$ cat config.mk
export PLATFORM = sky130hd
export DESIGN_NAME = spwm_gen
export DESIGN_NICKNAME = d
export VERILOG_FILES = /design/src/rtl/spwm_pkg.sv /design/src/rtl/spwm_carrier.sv /design/src/rtl/spwm_pacer.sv /design/src/rtl/spwm_wave_rom.sv /design/src/rtl/spwm_gen.sv
export SDC_FILE = /design/constraint.sdc
export NUM_CORES = 1
export LEC_CHECK = 0
export ABC_AREA = 1
export BUFFER_PORTS_ARGS = -buffer_cell sky130_fd_sc_hd__buf_4
export CORE_ASPECT_RATIO = 0.8
export CORE_MARGIN = 1.5
export CORE_UTILIZATION = 45
export DETAILED_ROUTE_END_ITERATION = 12
export HOLD_SLACK_MARGIN = 0.12
export PLACE_DENSITY_LB_ADDON = 0.3
export SKIP_CTS_REPAIR_TIMING = 1
export SYNTH_ARGS = -nofsm -noshare
export SYNTH_HDL_FRONTEND = slang
export SYNTH_SLANG_ARGS = --single-unit
$ cat constraint.sdc
create_clock -name clk -period 8.2 [get_ports clk]
set_clock_uncertainty 0.1 [all_clocks]
set_input_delay 0.82 -clock clk [delete_from_list [all_inputs] [get_ports clk]]
set_output_delay 0.82 -clock clk [all_outputs]
set_load 0.05 [all_outputs]
$ cat src/rtl/spwm_pkg.sv
package spwm_pkg;

   // direction of the triangle carrier
   typedef enum logic {
      SLOPE_UP = 1'b0,
      SLOPE_DN = 1'b1
   } slope_e;

   localparam real SPWM_TWO_PI = 6.283185307179586;

endpackage

$ cat src/rtl/spwm_carrier.sv
module spwm_carrier
   import spwm_pkg::*;
#(
   parameter int CNT_W = 10
) (
   input  logic             clk,
   input  logic             rst,
   output logic [CNT_W-1:0] cnt,
   output logic             turn
);

   localparam logic [CNT_W-1:0] TOP  = {CNT_W{1'b1}};
   localparam logic [CNT_W-1:0] ONE  = CNT_W'(1);
   localparam logic [CNT_W-1:0] ZERO = '0;

   slope_e            slope_q;
   logic [CNT_W-1:0]  cnt_q;

   always_ff @(posedge clk) begin
      if (rst) begin
         cnt_q   <= ZERO;
         slope_q <= SLOPE_UP;
      end else begin
         unique case (slope_q)
            SLOPE_UP: begin
               if (cnt_q == TOP) begin
                  cnt_q   <= TOP - ONE;
                  slope_q <= SLOPE_DN;
               end else begin
                  cnt_q <= cnt_q + ONE;
               end
            end
            SLOPE_DN: begin
               if (cnt_q == ONE) begin
                  cnt_q   <= ZERO;
                  slope_q <= SLOPE_UP;
               end else begin
                  cnt_q <= cnt_q - ONE;
               end
            end
            default: begin
               cnt_q   <= ZERO;
               slope_q <= SLOPE_UP;
            end
         endcase
      end
   end

   assign cnt  = cnt_q;
   assign turn = (cnt_q == ZERO) || (cnt_q == TOP);

   // the carrier reverses at its ceiling
   p_turn_top_r1 : assert property (@(posedge clk) disable iff (rst)
      (cnt_q == TOP) |=> (cnt_q == TOP - ONE));

   // the carrier reverses at zero
   p_turn_bot_r1 : assert property (@(posedge clk) disable iff (rst)
      (cnt_q == ZERO) |=> (cnt_q == ONE));

   // the carrier never holds still
   p_moves_r1 : assert property (@(posedge clk) disable iff (rst)
      1'b1 |=> (cnt_q != $past(cnt_q)));

endmodule

$ cat src/rtl/spwm_pacer.sv
module spwm_pacer #(
   parameter int SAMPLES = 100,
   parameter int PRESC_W = 16,
   localparam int IDX_W  = $clog2(SAMPLES)
) (
   input  logic               clk,
   input  logic               rst,
   input  logic [PRESC_W-1:0] step_div,
   output logic [IDX_W-1:0]   idx
);

   localparam logic [IDX_W-1:0] LAST = IDX_W'(SAMPLES - 1);

   logic [PRESC_W-1:0] pc_q;
   logic [IDX_W-1:0]   idx_q;
   logic               tick;

   // a tick fires as soon as the count has reached or passed the divider
   assign tick = (pc_q >= step_div);

   always_ff @(posedge clk) begin
      if (rst) begin
         pc_q  <= '0;
         idx_q <= '0;
      end else begin
         if (tick) begin
            pc_q <= '0;
            if (idx_q == LAST) idx_q <= '0;
            else               idx_q <= idx_q + IDX_W'(1);
         end else begin
            pc_q <= pc_q + PRESC_W'(1);
         end
      end
   end

   assign idx = idx_q;

   // the position stays inside the table
   p_idx_range_r2 : assert property (@(posedge clk) disable iff (rst)
      idx_q <= LAST);

   // a tick moves the position forward by one
   p_idx_step_r2 : assert property (@(posedge clk) disable iff (rst)
      (tick && idx_q != LAST) |=> (idx_q == $past(idx_q) + IDX_W'(1)));

   // the position wraps after the last sample
   p_idx_wrap_r2 : assert property (@(posedge clk) disable iff (rst)
      (tick && idx_q == LAST) |=> (idx_q == '0));

   // without a tick the position holds
   p_idx_hold_r2 : assert property (@(posedge clk) disable iff (rst)
      !tick |=> $stable(idx_q));

endmodule

$ cat src/rtl/spwm_wave_rom.sv
module spwm_wave_rom
   import spwm_pkg::*;
#(
   parameter int SAMPLES = 100,
   parameter int CNT_W   = 10,
   parameter int MI_W    = 8,
   localparam int IDX_W  = $clog2(SAMPLES)
) (
   input  logic             clk,
   input  logic             rst,
   input  logic [IDX_W-1:0] idx,
   input  logic [MI_W-1:0]  mod_idx,
   output logic [CNT_W-1:0] lvl
);

   localparam int               HALF_I = 2 ** (CNT_W - 1);
   localparam logic [CNT_W-1:0] HALF   = CNT_W'(HALF_I);
   localparam int               PW     = CNT_W + MI_W;

   logic [CNT_W-1:0]   mag_tab [SAMPLES];
   logic [SAMPLES-1:0] neg_tab;

   // table of rounded sine magnitudes with a separate sign bit
   for (genvar g = 0; g < SAMPLES; g++) begin : g_tab
      localparam real ANG  = SPWM_TWO_PI * real'(g) / real'(SAMPLES);
      localparam real RAW  = real'(HALF_I) * $sin(ANG);
      localparam int  SVAL = int'(RAW);
      localparam int  AMAG = (SVAL < 0) ? -SVAL : SVAL;
      assign mag_tab[g] = AMAG[CNT_W-1:0];
      assign neg_tab[g] = (SVAL < 0);
   end

   logic [CNT_W-1:0] mag_sel;
   logic             neg_sel;
   logic [PW-1:0]    prod;
   logic [CNT_W-1:0] dev;

   assign mag_sel = mag_tab[idx];
   assign neg_sel = neg_tab[idx];

   // single multiplier; dropping the fraction pulls the deviation toward mid-scale
   assign prod = {{MI_W{1'b0}}, mag_sel} * {{CNT_W{1'b0}}, mod_idx};
   assign dev  = prod[PW-1:MI_W];
   assign lvl  = neg_sel ? (HALF - dev) : (HALF + dev);

   // the scaled level never touches either rail of the carrier
   p_lvl_span_r3 : assert property (@(posedge clk) disable iff (rst)
      (lvl != '0) && (lvl != {CNT_W{1'b1}}));

   // zero depth sits at mid-scale
   p_zero_depth_r8 : assert property (@(posedge clk) disable iff (rst)
      (mod_idx == '0) |-> (lvl == HALF));

   // position zero has no sine deviation
   p_origin_mid_r3 : assert property (@(posedge clk) disable iff (rst)
      (idx == '0) |-> (lvl == HALF));

endmodule

$ cat src/rtl/spwm_gen.sv
module spwm_gen #(
   parameter int CNT_W   = 10,
   parameter int SAMPLES = 100,
   parameter int MI_W    = 8,
   parameter int PRESC_W = 16,
   parameter bit REG_OUT = 1'b1
) (
   input  logic                       clk,
   input  logic                       rst,
   input  logic [MI_W-1:0]            mod_idx,
   input  logic [PRESC_W-1:0]         step_div,
   output logic                       pwm_p,
   output logic                       pwm_n,
   output logic [$clog2(SAMPLES)-1:0] phase_idx,
   output logic [CNT_W-1:0]           duty_lvl
);

   localparam int IDX_W = $clog2(SAMPLES);

   // elaboration-time parameter checks
   if (CNT_W < 4 || CNT_W > 16) begin : g_bad_cnt
      $error("spwm_gen: CNT_W out of range");
   end
   if (SAMPLES < 4 || SAMPLES > 1024) begin : g_bad_samp
      $error("spwm_gen: SAMPLES out of range");
   end
   if (MI_W < 1 || MI_W > 12) begin : g_bad_mi
      $error("spwm_gen: MI_W out of range");
   end
   if (PRESC_W < 1 || PRESC_W > 32) begin : g_bad_presc
      $error("spwm_gen: PRESC_W out of range");
   end

   logic [CNT_W-1:0] cnt;
   logic             turn;
   logic [IDX_W-1:0] idx;
   logic [CNT_W-1:0] lvl_next;
   logic [CNT_W-1:0] cmp_q;
   logic             below;

   spwm_carrier #(
      .CNT_W (CNT_W)
   ) u_carrier (
      .clk  (clk),
      .rst  (rst),
      .cnt  (cnt),
      .turn (turn)
   );

   spwm_pacer #(
      .SAMPLES (SAMPLES),
      .PRESC_W (PRESC_W)
   ) u_pacer (
      .clk      (clk),
      .rst      (rst),
      .step_div (step_div),
      .idx      (idx)
   );

   spwm_wave_rom #(
      .SAMPLES (SAMPLES),
      .CNT_W   (CNT_W),
      .MI_W    (MI_W)
   ) u_rom (
      .clk     (clk),
      .rst     (rst),
      .idx     (idx),
      .mod_idx (mod_idx),
      .lvl     (lvl_next)
   );

   // threshold is only taken at the carrier's turning points
   always_ff @(posedge clk) begin
      if (rst)       cmp_q <= '0;
      else if (turn) cmp_q <= lvl_next;
   end

   assign below = (cnt < cmp_q);

   if (REG_OUT) begin : g_reg_out
      logic pp_q, pn_q;
      always_ff @(posedge clk) begin
         if (rst) begin
            pp_q <= 1'b0;
            pn_q <= 1'b0;
         end else begin
            pp_q <= below;
            pn_q <= ~below;
         end
      end
      assign pwm_p = pp_q;
      assign pwm_n = pn_q;

      // the output follows the carrier-versus-threshold result one clock later
      p_out_lvl_r5 : assert property (@(posedge clk) disable iff (rst)
         1'b1 |=> (pwm_p == ($past(cnt) < $past(cmp_q))));
   end else begin : g_comb_out
      assign pwm_p = ~rst & below;
      assign pwm_n = ~rst & ~below;
   end

   assign phase_idx = idx;
   assign duty_lvl  = cmp_q;

   // the threshold holds between turning points
   p_hold_lvl_r4 : assert property (@(posedge clk) disable iff (rst)
      !turn |=> $stable(cmp_q));

   // the two outputs are inverse once out of reset
   p_out_comp_r6 : assert property (@(posedge clk) disable iff (rst)
      1'b1 |=> (pwm_n == !pwm_p));

   // at most one output is high at any time
   p_no_overlap_r7 : assert property (@(posedge clk) disable iff (rst)
      !(pwm_p && pwm_n));

endmodule

== After elaboration in Yosys (flattened, before gate mapping) ==
Memories as Yosys holds them, arrays and structs flattened. A register that Yosys moved wholly into a read port is not among the register bits.
Cells that the tools add are included.

* Add/sub/neg operators: 6
* Bitwise operators: 3
* Multiply operators: 1
* Reductions and logical operators: 3
* $lt $le $gt $ge: 4
* Equal/unequal tests: 3
* Multiplexer cells: 13

{| class="wikitable"
|+ Operators with widths
! cell !! count
|-
| two-way mux 10 bit || 5
|-
| two-way mux 7 bit || 3
|-
| case mux 10 bit (2 select lines) || 1
|-
| multiplier 10 x 8 -> 18 bit || 1
|-
| adder 16 x 1 -> 16 bit (second input constant) || 1
|-
| greater-or-equal comparator 16 bit || 1
|-
| adder 10 x 1 -> 10 bit (second input constant) || 1
|-
| adder 10 bit (first input constant) || 1
|-
| equality test 10 x 1 -> 1 bit (second input constant) || 1
|-
| equality test 10 bit (second input constant) || 1
|-
| logical NOT 10 bit || 1
|-
| < comparator 10 bit || 1
|-
| subtractor 10 x 1 -> 10 bit (second input constant) || 1
|-
| subtractor 10 bit (first input constant) || 1
|-
| greater-or-equal comparator 8 bit (second input constant) || 1
|-
| < comparator 7 x 8 -> 1 bit (second input constant) || 1
|-
| inverter 7 -> 8 bit || 1
|-
| adder 7 x 1 -> 7 bit (second input constant) || 1
|-
| equality test 7 bit (second input constant) || 1
|-
| two-way mux 1 bit || 3
|-
| inverter 1 bit || 2
|-
| case mux 1 bit (2 select lines) || 1
|-
| OR reduction 2 bit || 1
|-
| logical OR 1 bit || 1
|}

* Input port bits: 26
* Memories kept: 2
* Word-level logic and storage cells: 42
* Bits in read-only memories: 1408
* Register bits: 46
* Output and inout port bits: 19

{| class="wikitable"
|+ Memory list
! memory !! depth !! bits a word !! rd ports !! clocked after Yosys merged registers in !! wr ports !! RTL line !! RTL
|-
| (no name shown) || 128 || 10 || 1 || 0 || 0 || spwm_wave_rom.sv:38 || <nowiki>assign mag_sel = mag_tab[idx];</nowiki>
|-
| (no name shown) || 128 || 1 || 1 || 1 || 0 || spwm_wave_rom.sv:39 || <nowiki>assign neg_sel = neg_tab[idx];</nowiki>
|}

== Longest topological paths before layout ==
* Word-level depth: 7
* Gate-level depth with buffers: 37
* Depth with buffers taken out: 37

== By module ==
From an unflattened synthesis, not the netlist that was laid out.

* Cells, all modules: 1114
* Area total of the unflattened synthesis: 7213.2 µm²

{| class="wikitable"
|+ By module, submodules not included
! module !! times used !! area each (µm²) !! cells an instance !! sequential area each (µm²)
|-
| spwm_wave_rom || 1 || 4112.7 || 665 || 0.0
|-
| spwm_pacer || 1 || 1544.0 || 218 || 460.4
|-
| spwm_carrier || 1 || 927.1 || 147 || 220.2
|-
| spwm_gen || 1 || 629.4 || 84 || 240.2
|}

== Worst setup path after synthesis ==
No wires, ideal clock.

* Path type: flip-flop to flip-flop
* From: reg u_pacer.idx_q[0], in the netlist u_pacer.idx[0]
* To: reg cmp_q[9], in the netlist duty_lvl[9]
* Cell stages (with the launch flop): 32
* Arrival: 6132 ps
* Setup slack: 1860 ps
* Buffers on the path: 0
* Required time: 7991 ps
* Clock period less this slack: 6340 ps
* Cells stage by stage: dfxtp_1 inv_1 ha_1 nor2_1 inv_1 a21oi_1 nor4_1 o21ai_0 nand2_1 inv_1 nor2_1 fa_1 inv_1 fa_1 inv_1 fa_1 inv_1 fa_1 inv_1 ha_1 a21oi_1 o21ai_0 a21oi_1 nand2_1 xnor2_1 nand3_1 nor2_1 nand3_1 nand3_1 nand3_1 nand2_1 inv_1

* Cells in the longest elaborated chain, start to end: 7
* Elaborated cells on any way between the ends: 8

{| class="wikitable"
|+ Ends and longest elaborated chain
! what !! RTL line !! RTL
|-
| start, declared || spwm_pacer.sv:15 || <nowiki>logic [IDX_W-1:0] idx_q;</nowiki>
|-
| start signal, assigned || spwm_pacer.sv:29 || <nowiki>else idx_q <= idx_q + IDX_W'(1);</nowiki>
|-
| inverter 7 -> 8 bit (not written as such) (*) || spwm_wave_rom.sv:38 ||
|-
| memory read (128 x 10 bit) (*) || n/a ||
|-
| two-way mux 10 bit (not written as such) (*) (2 in a row) || spwm_wave_rom.sv:38 ||
|-
| multiplier 10 x 8 -> 18 bit (*) || spwm_wave_rom.sv:42 || <nowiki>assign prod = {{MI_W{1'b0}}, mag_sel} * {{CNT_W{1'b0}}, mod_idx};</nowiki>
|-
| adder 10 bit / subtractor 10 bit (equally long branches) || spwm_wave_rom.sv:44 || <nowiki>assign lvl = neg_sel ? (HALF - dev) : (HALF + dev);</nowiki>
|-
| two-way mux 10 bit (*) || spwm_wave_rom.sv:44 ||
|-
| end signal, assigned || spwm_gen.sv:75 || <nowiki>else if (turn) cmp_q <= lvl_next;</nowiki>
|-
| end, declared || spwm_gen.sv:38 || <nowiki>logic [CNT_W-1:0] cmp_q;</nowiki>
|}

Every way passes the cells marked *; elsewhere a longest branch is shown, timed or not. The select of a mux whose other input is x is not followed.
A chain may end at the register's enable or synchronous reset.

== Final worst setup path ==
* From: reg u_pacer.idx_q[1], in the netlist u_pacer.idx[1]
* To: reg cmp_q[5], in the netlist duty_lvl[5]

Same word-level chain as after synthesis.

==> summary.md <==
| Metric | Value |
|---|---|
| Status | `finished clean` |
| Logic gate share of total power | `31.3%` |
| Post-Synth Adder-Cell Area | `28.5%` |
| Ys Warns | `0` |
| Max clock buf depth | `2` |
| First-pass GRT wire length | `31900 um` |
| Number of buffers created by CTS | `5` |
| Critical Path End Type | `flip-flop` |
| Number of port buffers | `44` |
| Synth top area share | `14.9%` |
| Post-synth cell types | `53` |
| WP data arrival | `7.07 ns` |
| Setup TNS | `0 ns` |
| CP dominant cell by count | `inv_1` |
| Boundary Pins | `45` |
| Leak | `3.97 nW` |
| WS Path Type | `flip-flop to flip-flop` |
| First DRT Iteration DRCs | `657` |
| Register area share after synthesis | `13.6%` |
| Fin. Hold Viols | `0` |
| Area leader, netlist | `ha_1` |
| Clock transition at the registers of the reported paths | `0.07 ns` |
| Normalized max-slew margin | `57.4%` |
| Slew Limit Fails | `0` |
| Core Area | `15000 sq um` |
| PwrDens | `92.7 nW/um^2` |
| Syn avg cell area | `6.60 sq um` |
| Antenna violations before repair | `0` |
| Maxcap violations | `0` |
| Multiplexer share of the synthesized area | `0%` |
| Largest net degree at the start of global routing | `29` |
| Fmax | `143 MHz` |
| R2R setup slack | `1.19 ns` |
| Die area | `16100 sq um` |
| Area Overhead vs Synth | `9.14%` |
| CP peak stage delay | `0.53 ns` |
| Final Cell Area | `7530 sq um` |
| Final core utilization | `50.2%` |
| Layout cells sized above 1 | `7.77%` |
| Clock power frac | `32.8%` |
| Fin nets | `1236` |
| Post-synthesis simple-gate area fraction | `29.2%` |
| Ant. Diodes | `0` |
| Total vias in the final route | `6882` |
| XOR/XNOR share of the synthesized area | `2.16%` |
| Post-DP HPWL | `15500 um` |
| Drt pass-1 iters | `6` |
| Starting Density | `46.0%` |
| Required time of the critical path | `8.26 ns` |
| Placed Instance Area | `7370 sq um` |
| Sw Ratio | `34.8%` |
| Async set-reset flop share out of synthesis | `0%` |
| Die span in x | `141 um` |
| Hold Path Class | `flip-flop to flip-flop` |
| Post-Synthesis Net Count | `1201` |
| # fillers | `1561` |
| RD Place Congestion | `1.00` |
| Vias in the first global route | `6346` |
| Flop pwr share | `35.9%` |
| CP max FO | `9` |
| DRC | `0` |
| Largest family of logic cells by synthesized area | `simple AND/OR/NAND/NOR gates` |
| Internal Power | `456 uW` |
| Finish-stage setup viols | `0` |
| RSZ-0062 raised after global routing | `false` |
| Root buffer cell | `clkbuf_16` |
| Total track usage | `24.7%` |
| Die Ht | `114 um` |
| Post-Synthesis Cells | `1046` |
| Post-Syn Area | `6900 sq um` |
| FP Rows | `40` |
| Count leader, synth | `nand2_1` |
| Clock Sink Count | `47` |
| Vias per cell | `5.42` |
| CTS tree | `built` |
| Clk_lat worst skew | `0.29 ns` |
| Top post-synthesis cells by count | `227 x nand2_1, 190 x inv_1, 128 x nor2_1` |
| Final cycle utilization of the critical path | `85.5%` |
| Net Switching | `243 uW` |
| VDD IR max | `0.0000695 V` |
| CP Launch Type | `flip-flop` |
| Top cells by area, synth | `ha_1 15%, dfxtp_1 14%, fa_1 14%, nand2_1 12%, inv_1 10%` |
| Post-synth EDFFs | `0` |
| Tmin final | `7.01 ns` |
| Compound-Gate Fraction of Synth Area | `14.0%` |
| Gr ovfl total | `0` |
| Drt wl/cell | `15.0 um` |
| Routed Antenna Nets | `0` |
| Actual slew at the worst max-slew pin | `0.638 ns` |
| Prevailing post-synth register cell | `dfxtp_1` |
| Drt total wl | `19000 um` |
| CP max-delay cell | `fa_1` |
| Post-synthesis register bit count | `47` |
| H-tree depth | `2` |
-- sequential cells by signal, indices dropped and copies added, names as in the netlist --
register / count
duty_lvl: 10
pwm_n: 1
pwm_p: 1
u_carrier.cnt: 10
u_carrier.slope_q: 1
u_pacer.idx: 7
u_pacer.pc_q: 16
u_rom.neg_sel: 1
-- layout make-up --
class                           count  area, sq um  area share [%]
Sequential cell                    47          941            12.5
Multi-Input combinational cell    784         5090            67.7
Inverter                          194          728            9.67
Clock inverter                      2         37.5           0.498
Clock buffer                        5          125            1.66
Timing Repair Buffer               49          368            4.88
Tap cell                          189          236            3.14
-- cells by family (layout without fill, tap and decap cells) --
group / after synthesis / count (layout)
AO/OA/AOI/OAI: 163 / 163
XOR/XNOR: 17 / 17
adder cells (fa/ha/maj): 129 / 129
buffers and inverters: 215 / 250
AND/OR/NAND/NOR: 475 / 475
flip-flops: 47 / 47
-- final timing paths --
kind / startpoint / depth (start not counted) / to
min reg2reg: u_pacer.pc_q[0] / 1 / u_pacer.pc_q[0]
max: u_pacer.idx[1] / 29 / duty_lvl[5]
min: u_pacer.pc_q[0] / 1 / u_pacer.pc_q[0]
max reg2reg: u_pacer.idx[1] / 29 / duty_lvl[5]
-- cells in the final DEF (no fill, tap or decap), drive strengths merged, types with 3 or more instances in the layout --
cell type    n
dfxtp       47
o221ai       3
nor2       132
fa          47
nand3       64
clkbuf       5
o21ai       52
o311ai       5
nand2      240
xnor2        4
nand4        8
a21oi       63
nor3        13
ha          82
inv        194
o211ai       7
o21bai       3
a31oi       10
nor4         5
xor2        13
nor3b        6
buf         49
nand3b       3
-- metrics by stage --
step           hold WS (ns)  power (mW)  setup WS [ns]  instances
6_report              0.371       0.698           1.19       1270
5_1_grt               0.415       0.743          0.534       1270
4_1_cts               0.375       0.703           1.24       1270
3_5_place_dp          0.361       0.472           1.24       1263
3_3_place_gp          0.351       0.472           1.20       1263
2_1_floorplan         0.330       0.410           1.86       1046
-- power by group through the flow --
| stage | clock [mW] | combinational (mW) | sequential, mW |
|---|---|---|---|
| 6_report | 0.229 | 0.219 | 0.251 |
| 3_3_place_gp | 0 | 0.216 | 0.256 |
| 4_1_cts | 0.235 | 0.217 | 0.251 |
| 5_1_grt | 0.245 | 0.246 | 0.252 |
| 3_5_place_dp | 0 | 0.216 | 0.256 |
| 2_1_floorplan | 0 | 0.127 | 0.282 |
-- critical path, delay by kind of cell, from the launching register on --
| kind | cells | cell delay, ns |
|---|---|---|
| buf+inv | 6 | 0.58 |
| xor+xnor | 2 | 0.65 |
| fa+ha+maj | 7 | 3.03 |
| simple gates | 7 | 0.90 |
| flops | 1 | 0.52 |
| compound gates | 7 | 1.11 |
-- routing by layer --
| metal | wire (um) | up-vias | GRT usage (%) |
|---|---|---|---|
| met2 | 7610 | 280 | 36.6 |
| met1 | 9370 | 3158 | 38.0 |
| met3 | 1810 | 23 | 4.03 |
| li1 | - | 3421 | - |
| met5 | 0 | - | 0 |
| met4 | 208 | 0 | 3.92 |
No activity file was read; power rests on OpenSTA's default activity.
